==> config.mk <==
export PLATFORM = sky130hd
export DESIGN_NAME = prog_div_timer
export DESIGN_NICKNAME = d
export VERILOG_FILES = /design/src/rtl/timer_pkg.sv /design/src/rtl/tmr_regs.sv /design/src/rtl/tmr_prescale.sv /design/src/rtl/tmr_count.sv /design/src/rtl/prog_div_timer.sv
export SDC_FILE = /design/constraint.sdc
export NUM_CORES = 1
export LEC_CHECK = 0
export CAP_MARGIN = 20
export CORE_MARGIN = 2
export CORE_UTILIZATION = 28
export DETAILED_ROUTE_END_ITERATION = 16
export DONT_BUFFER_PORTS = 1
export PLACE_DENSITY = 0.47
export SLEW_MARGIN = 0
export SYNTH_ARGS = -nofsm -noshare
export SYNTH_HDL_FRONTEND = slang
export SYNTH_SLANG_ARGS = --single-unit
==> constraint.sdc <==
create_clock -name clk -period 8.3 [get_ports clk]
set_input_delay 1.66 -clock clk [delete_from_list [all_inputs] [get_ports clk]]
set_output_delay 1.66 -clock clk [all_outputs]
set_load 0.005 [all_outputs]
==> src/rtl/timer_pkg.sv <==
package timer_pkg;
  localparam int DATA_W     = 32;
  localparam int VEC_W      = 8;
  localparam int DIV_CODE_W = 3;
  localparam int PRE_W      = (1 << DIV_CODE_W) - 1;
  localparam int BIT_MASK   = 16;
  localparam int BIT_PER    = 17;

  typedef enum logic [1:0] {
    ADR_CTRL = 2'd0,
    ADR_INIT = 2'd1,
    ADR_CUR  = 2'd2,
    ADR_DIV  = 2'd3
  } tmr_addr_e;

  typedef struct packed {
    logic             periodic;
    logic             masked;
    logic [VEC_W-1:0] vector;
  } tmr_ctrl_t;
endpackage

==> src/rtl/tmr_regs.sv <==
module tmr_regs
  import timer_pkg::*;
#(
  parameter int CNT_W = 32
) (
  input  logic              clk,
  input  logic              rst_n,
  input  logic              wr,
  input  logic [1:0]        addr,
  input  logic [DATA_W-1:0] wdata,
  input  logic [CNT_W-1:0]  cur_cnt,
  output tmr_ctrl_t         ctrl_q,
  output logic [CNT_W-1:0]  init_q,
  output logic [3:0]        div_q,
  output logic              init_wr,
  output logic [DATA_W-1:0] rdata
);
  tmr_addr_e        sel;
  tmr_ctrl_t        ctrl_d;
  logic [CNT_W-1:0] init_d;
  logic [3:0]       div_d;

  assign sel     = tmr_addr_e'(addr);
  assign init_wr = wr && (sel == ADR_INIT);

  always_comb begin
    ctrl_d = ctrl_q;
    init_d = init_q;
    div_d  = div_q;
    if (wr) begin
      case (sel)
        ADR_CTRL: begin
          ctrl_d.periodic = wdata[BIT_PER];
          ctrl_d.masked   = wdata[BIT_MASK];
          ctrl_d.vector   = wdata[VEC_W-1:0];
        end
        ADR_INIT: init_d = wdata[CNT_W-1:0];
        ADR_DIV:  div_d  = wdata[3:0] & 4'b1011;
        default:  ;
      endcase
    end
  end

  always_ff @(posedge clk or negedge rst_n) begin
    if (!rst_n) begin
      ctrl_q.periodic <= 1'b0;
      ctrl_q.masked   <= 1'b1;
      ctrl_q.vector   <= '0;
      init_q          <= '0;
      div_q           <= '0;
    end else begin
      ctrl_q <= ctrl_d;
      init_q <= init_d;
      div_q  <= div_d;
    end
  end

  always_comb begin
    rdata = '0;
    case (sel)
      ADR_CTRL: begin
        rdata[BIT_PER]    = ctrl_q.periodic;
        rdata[BIT_MASK]   = ctrl_q.masked;
        rdata[VEC_W-1:0]  = ctrl_q.vector;
      end
      ADR_INIT: rdata = DATA_W'(init_q);
      ADR_CUR:  rdata = DATA_W'(cur_cnt);
      ADR_DIV:  rdata = DATA_W'(div_q);
      default:  rdata = '0;
    endcase
  end

  assert_div_readback_R1: assert property (@(posedge clk) disable iff (!rst_n)
    (sel == ADR_DIV) |-> (rdata[2] == 1'b0 && rdata[DATA_W-1:4] == '0));
endmodule

==> src/rtl/tmr_prescale.sv <==
module tmr_prescale
  import timer_pkg::*;
(
  input  logic       clk,
  input  logic       rst_n,
  input  logic       tick,
  input  logic       restart,
  input  logic [3:0] div_cfg,
  output logic       div_tick
);
  logic [DIV_CODE_W-1:0] code;
  logic [DIV_CODE_W-1:0] shift;
  logic [PRE_W-1:0]      mask;
  logic [PRE_W-1:0]      pre_q;
  logic [PRE_W-1:0]      pre_d;
  logic                  match;

  assign code  = {div_cfg[3], div_cfg[1:0]};
  assign shift = code + 1'b1;

  for (genvar i = 0; i < PRE_W; i++) begin : g_mask
    assign mask[i] = (shift > DIV_CODE_W'(i));
  end

  assign match    = ((pre_q & mask) == mask);
  assign div_tick = tick && !restart && match;

  always_comb begin
    pre_d = pre_q;
    if (restart)   pre_d = '0;
    else if (tick) pre_d = pre_q + 1'b1;
  end

  always_ff @(posedge clk or negedge rst_n) begin
    if (!rst_n) pre_q <= '0;
    else        pre_q <= pre_d;
  end

  assert_div_by_one_R2: assert property (@(posedge clk) disable iff (!rst_n)
    (tick && !restart && code == '1) |-> div_tick);
  assert_phase_clear_R3: assert property (@(posedge clk) disable iff (!rst_n)
    $past(restart) |-> (pre_q == '0));
endmodule

==> src/rtl/tmr_count.sv <==
module tmr_count #(
  parameter int CNT_W = 32
) (
  input  logic             clk,
  input  logic             rst_n,
  input  logic             div_tick,
  input  logic             load,
  input  logic [CNT_W-1:0] load_val,
  input  logic [CNT_W-1:0] init_q,
  input  logic             periodic,
  output logic [CNT_W-1:0] cnt_q,
  output logic             expire
);
  logic [CNT_W-1:0] cnt_d;
  logic             done_q;
  logic             done_d;
  logic             at_zero;

  assign at_zero = (cnt_q == '0);
  assign expire  = div_tick && !load && at_zero && (init_q != '0) &&
                   (periodic || !done_q);

  always_comb begin
    cnt_d  = cnt_q;
    done_d = done_q;
    if (load) begin
      cnt_d  = load_val;
      done_d = 1'b0;
    end else if (div_tick) begin
      if (!at_zero) cnt_d = cnt_q - CNT_W'(1);
      else if (expire) begin
        if (periodic) cnt_d  = init_q;
        else          done_d = 1'b1;
      end
    end
  end

  always_ff @(posedge clk or negedge rst_n) begin
    if (!rst_n) begin
      cnt_q  <= '0;
      done_q <= 1'b0;
    end else begin
      cnt_q  <= cnt_d;
      done_q <= done_d;
    end
  end

  assert_count_step_R5: assert property (@(posedge clk) disable iff (!rst_n)
    (!$past(load) && cnt_q != $past(cnt_q)) |->
      (cnt_q == $past(cnt_q) - CNT_W'(1) ||
       ($past(cnt_q) == '0 && cnt_q == $past(init_q))));
  assert_oneshot_hold_R4: assert property (@(posedge clk) disable iff (!rst_n)
    ($past(expire) && !$past(periodic)) |-> (cnt_q == '0 && done_q));
  assert_periodic_reload_R5: assert property (@(posedge clk) disable iff (!rst_n)
    ($past(expire) && $past(periodic)) |-> (cnt_q == $past(init_q)));
  assert_zero_start_R9: assert property (@(posedge clk) disable iff (!rst_n)
    (init_q == '0 && !load) |=> !$past(expire));
endmodule

==> src/rtl/prog_div_timer.sv <==
module prog_div_timer
  import timer_pkg::*;
#(
  parameter int CNT_W = 32
) (
  input  logic              clk,
  input  logic              rst_n,
  input  logic              base_tick,
  input  logic              reg_wr,
  input  logic [1:0]        reg_addr,
  input  logic [DATA_W-1:0] reg_wdata,
  output logic [DATA_W-1:0] reg_rdata,
  output logic              irq_valid,
  output logic [VEC_W-1:0]  irq_vector
);
  logic [1:0]       rst_sync;
  logic             rst_int_n;
  tmr_ctrl_t        ctrl;
  logic [CNT_W-1:0] init_val;
  logic [CNT_W-1:0] cur_cnt;
  logic [3:0]       div_cfg;
  logic             init_wr;
  logic             div_tick;
  logic             expire;
  logic             irq_d;
  logic [VEC_W-1:0] vec_d;

  always_ff @(posedge clk or negedge rst_n) begin
    if (!rst_n) rst_sync <= 2'b00;
    else        rst_sync <= {rst_sync[0], 1'b1};
  end
  assign rst_int_n = rst_sync[1];

  tmr_regs #(.CNT_W(CNT_W)) u_regs (
    .clk(clk), .rst_n(rst_int_n), .wr(reg_wr), .addr(reg_addr),
    .wdata(reg_wdata), .cur_cnt(cur_cnt), .ctrl_q(ctrl), .init_q(init_val),
    .div_q(div_cfg), .init_wr(init_wr), .rdata(reg_rdata)
  );

  tmr_prescale u_pre (
    .clk(clk), .rst_n(rst_int_n), .tick(base_tick), .restart(init_wr),
    .div_cfg(div_cfg), .div_tick(div_tick)
  );

  tmr_count #(.CNT_W(CNT_W)) u_cnt (
    .clk(clk), .rst_n(rst_int_n), .div_tick(div_tick), .load(init_wr),
    .load_val(reg_wdata[CNT_W-1:0]), .init_q(init_val),
    .periodic(ctrl.periodic), .cnt_q(cur_cnt), .expire(expire)
  );

  always_comb begin
    irq_d = expire && !ctrl.masked;
    vec_d = irq_vector;
    if (expire) vec_d = ctrl.vector;
  end

  always_ff @(posedge clk or negedge rst_int_n) begin
    if (!rst_int_n) begin
      irq_valid  <= 1'b0;
      irq_vector <= '0;
    end else begin
      irq_valid  <= irq_d;
      irq_vector <= vec_d;
    end
  end

  assert_irq_unmasked_R6: assert property (@(posedge clk) disable iff (!rst_int_n)
    irq_valid |-> !$past(ctrl.masked));
  assert_single_pulse_R6: assert property (@(posedge clk) disable iff (!rst_int_n)
    irq_valid |=> !irq_valid);
  assert_vector_R6: assert property (@(posedge clk) disable iff (!rst_int_n)
    irq_valid |-> (irq_vector == $past(ctrl.vector)));
endmodule

==> run_results.csv <==
group,metric,value,unit
cells_and_area,layout.filler_cells,2074,
power,leakage,2.54,nW
clock_network,clkLatencyLatePin,360,ps
synthesis,async_reset_ff_frac,1.00,
cells_and_area,multi_input_area,3060,µm²
sta,setup_slack,3880,ps
placed_design,final_weighted_congestion_in_routability_driven_placement,0.899,
synthesis,synth_top_cell_by_area,"sky130_fd_sc_hd__dfrtp_1",
global_route,antenna_violations_before_repair,0,
clock_network,worst_setup_hold_path_clk_slew,70,ps
floorplan,start_util,0.283,
synthesis,yosys.cell_types.count,67,
clock_network,numClockSinks,96,
synthesis,ys_ff_latch,96,
worst_setup_path,crit_type,"input port to output port",
cells_and_area,seqCellArea,2410,µm²
power,power.ir.vdd_worst,0.111,mV
detailed_routing,detail_route.first_pass.iterations,5,
floorplan,top_level_ports,79,
sta,tightestPinTransition,845,ps
global_route,grt_max_degree,63,
sta,final-hold-violation-count,0,
global_route,grt_overflow_total,0,
worst_setup_path,critical_path_arrival,2760,ps
synthesis,synth.yosys.warnings,0,
sta,rsz_0062_raised_after_global_routing,"no",
detailed_routing,wl_per_cell,19.5,µm
synthesis,synth_enable_flop_cells,0,
synthesis,synth.avg_cell_area,8.63,µm²
sta,finalCriticalPeriod,4420,ps
floorplan,total_core_area,20100,µm²
floorplan,die-area,21400,µm²
worst_setup_path,required,6640,ps
worst_setup_path,critical-path-slowest-cell,"sky130_fd_sc_hd__buf_4",
synthesis,net_count_of_the_mapped_netlist,709,
worst_setup_path,critPathTopFamily,"compound AO/OA/AOI/OAI gates",
clock_network,cts_tree,"yes",
floorplan,floorplan.rows,52,
clock_network,post_cts_resize_count,0,
detailed_routing,post_drt_via_cell_ratio,5.34,
detailed_routing,antenna_violating_nets_post_route,0,
worst_setup_path,kind_of_end_point_of_the_critical_path,"output port",
cells_and_area,layout-area-overhead-vs-synth,9.51,%
synthesis,yosysSeqAreaShare,0.423,
clock_network,htree_num_levels,3,
synthesis,synth_top_cells_by_area,"sky130_fd_sc_hd__dfrtp_1 42%, sky130_fd_sc_hd__nand2_1 8.7%, sky130_fd_sc_hd__mux2_2 4.6%, sky130_fd_sc_hd__o21ai_0 4.5%, sky130_fd_sc_hd__a22oi_1 4.0%",
global_route,grt_pass1_vias,4916,
clock_network,cts-buffers-inserted,9,
hold_path,hold_class,"register to async pin",
clock_network,cts_max_path_buffers,2,
placed_design,portBuffers,0,
floorplan,fp.dieH,146,µm
worst_setup_path,cp_cell_sequence,"inv_1, ha_1, buf_4, a22oi_1, o21ai_0",
placed_design,hpwl,12500,µm
sta,timing.slew.headroom,0.432,
synthesis,syn-instance-count,658,
worst_setup_path,timing.critical_path.slowest_cell_delay,370,ps
synthesis,top_ff_cell_synth,"sky130_fd_sc_hd__dfrtp_1",
cells_and_area,antenna_diode_count,0,
synthesis,most_common_cell_in_the_synthesized_netlist,"sky130_fd_sc_hd__nand2_1",
sta,period_share,0.533,
cells_and_area,final_util,0.309,
detailed_routing,iteration_0_drc_count_of_the_detailed_router,485,
placed_design,pre_cts_slack,3840,ps
global_route,grt_first_pass_wirelength,29000,µm
detailed_routing,dr_total_vias,4875,
cells_and_area,drive_above_1_share,0.107,
run,maxCapViolCount,0,
floorplan,fp.dieW,146,µm
clock_network,cts.hold.buffers_added,0,
sta,fmax,0.226,GHz
detailed_routing,drc_errors,0,
status,status,"completed",
power,pwr_density_cell,226,nW/µm²
sta,finalSetupViolations,0,
global_route,global_route_usage_over_all_layers,0.172,
synthesis,synth.cell_area,5680,µm²
power,power.total,1.41,mW
cells_and_area,layout.nets,689,
synthesis,share_of_yosys_cell_area_claimed_by_the_top_area_cell_type,0.418,
sta,slew_viol_final,0,
sta,total_neg_setup_slack,0,ps
sta,skew,8.51,ps
synthesis,ys_top_cells_by_count,"131 x sky130_fd_sc_hd__nand2_1, 95 x sky130_fd_sc_hd__dfrtp_1, 51 x sky130_fd_sc_hd__o21ai_0, 50 x sky130_fd_sc_hd__nor2_1, 36 x sky130_fd_sc_hd__a21oi_1",
worst_setup_path,worstPathMaxFanout,34,
worst_setup_path,critical_path.n_buffers_inverters,2,
clock_network,cts_post_setup_buffers_inserted,0,
clock_network,clock_tree.root_cell,"sky130_fd_sc_hd__clkbuf_16",
worst_setup_path,critical_path_start_type,"input port",
detailed_routing,totalWireLength,17800,µm
[cells by family after synthesis]
| kind of cell | count (synthesis) | share of synthesized area |
|---|---|---|
| AOI/OAI and AO/OA | 171 | 0.192 |
| xor gates and xnor gates | 5 | 0.00771 |
| adders and majority gates | 13 | 0.0286 |
| buffers and inverters | 53 | 0.0403 |
| DFF | 96 | 0.423 |
| muxes | 28 | 0.0544 |
| other | 1 | 0.000660 |
| and+or+nand+nor | 291 | 0.253 |
[metal layers]
layer / vias up / track usage / wire length (µm)
li1: 2312 / - / -
met1: 2415 / 0.232 / 8060
met2: 130 / 0.272 / 8370
met3: 18 / 0.0388 / 1050
met4: 0 / 0.0646 / 359
met5: - / 0 / 0
[path summary, 6_finish.rpt]
check | end | slack [ps] | from | cells past startpoint
worst min register to register | u_regs.init_q[26] | 310 | rst_sync[1] | 0
min in group clk | rst_sync[1] | 350 | rst_sync[0] | 0
worst max-delay path | reg_rdata[16] | 3880 | reg_addr[1] | 5
worst min-delay path | u_regs.init_q[26] | 310 | rst_sync[1] | 0
worst max register to register | u_cnt.cnt_q[16] | 5030 | u_regs.div_q[0] | 9
max in group asynchronous | u_regs.init_q[16] | 6850 | rst_sync[1] | 1
[registers in the layout (all words and copies together) (netlist names)]
register       flops
u_regs.div_q       3
irq_valid          1
u_pre.pre_q        7
rst_sync           2
u_cnt.done_q       1
u_regs.init_q     32
u_regs.ctrl_q     10
u_cnt.cnt_q       32
irq_vector         8
[final cells by class]
class,instances,area share
multi-input cells,509,0.491
flip-flops and latches,96,0.387
well taps,270,0.0543
clock buffers,9,0.0362
clock inverters,7,0.0125
repair buffers,8,0.0103
inverters,14,0.00845
[report_power, final]
group | internal (mW) | leakage (nW) | switching [mW]
Combinational | 0.124 | 1.21 | 0.167
Sequential | 0.550 | 1.19 | 0.130
Clock | 0.237 | 0.147 | 0.197
[metrics by stage]
stage                     area [µm²]  hold WS (ps)  cells
after detailed placement        5910           326    896
after CTS                       6210           335    912
final                           6220           308    913
after global placement          5910           323    896
after floorplan                 5680           331    658
after global routing            6220           362    913
[layout by cell type, fill, tap and decap left out, drive strengths merged, types with 5 or more instances in the layout]
cell | netlist | routed
a21oi | 36 | 36
a22oi | 30 | 30
a31oi | 6 | 6
buf | 14 | 8
clkbuf | 25 | 9
dfrtp | 95 | 95
ha | 13 | 13
inv | 14 | 17
mux2 | 23 | 23
mux2i | 5 | 5
nand2 | 133 | 133
nand3 | 12 | 12
nand4 | 5 | 5
nor2 | 51 | 51
nor2b | 26 | 26
nor3 | 15 | 15
nor4 | 19 | 19
o21ai | 52 | 52
o31ai | 6 | 6
or3 | 8 | 8
Note: power is estimated with default switching activity, not from simulation.
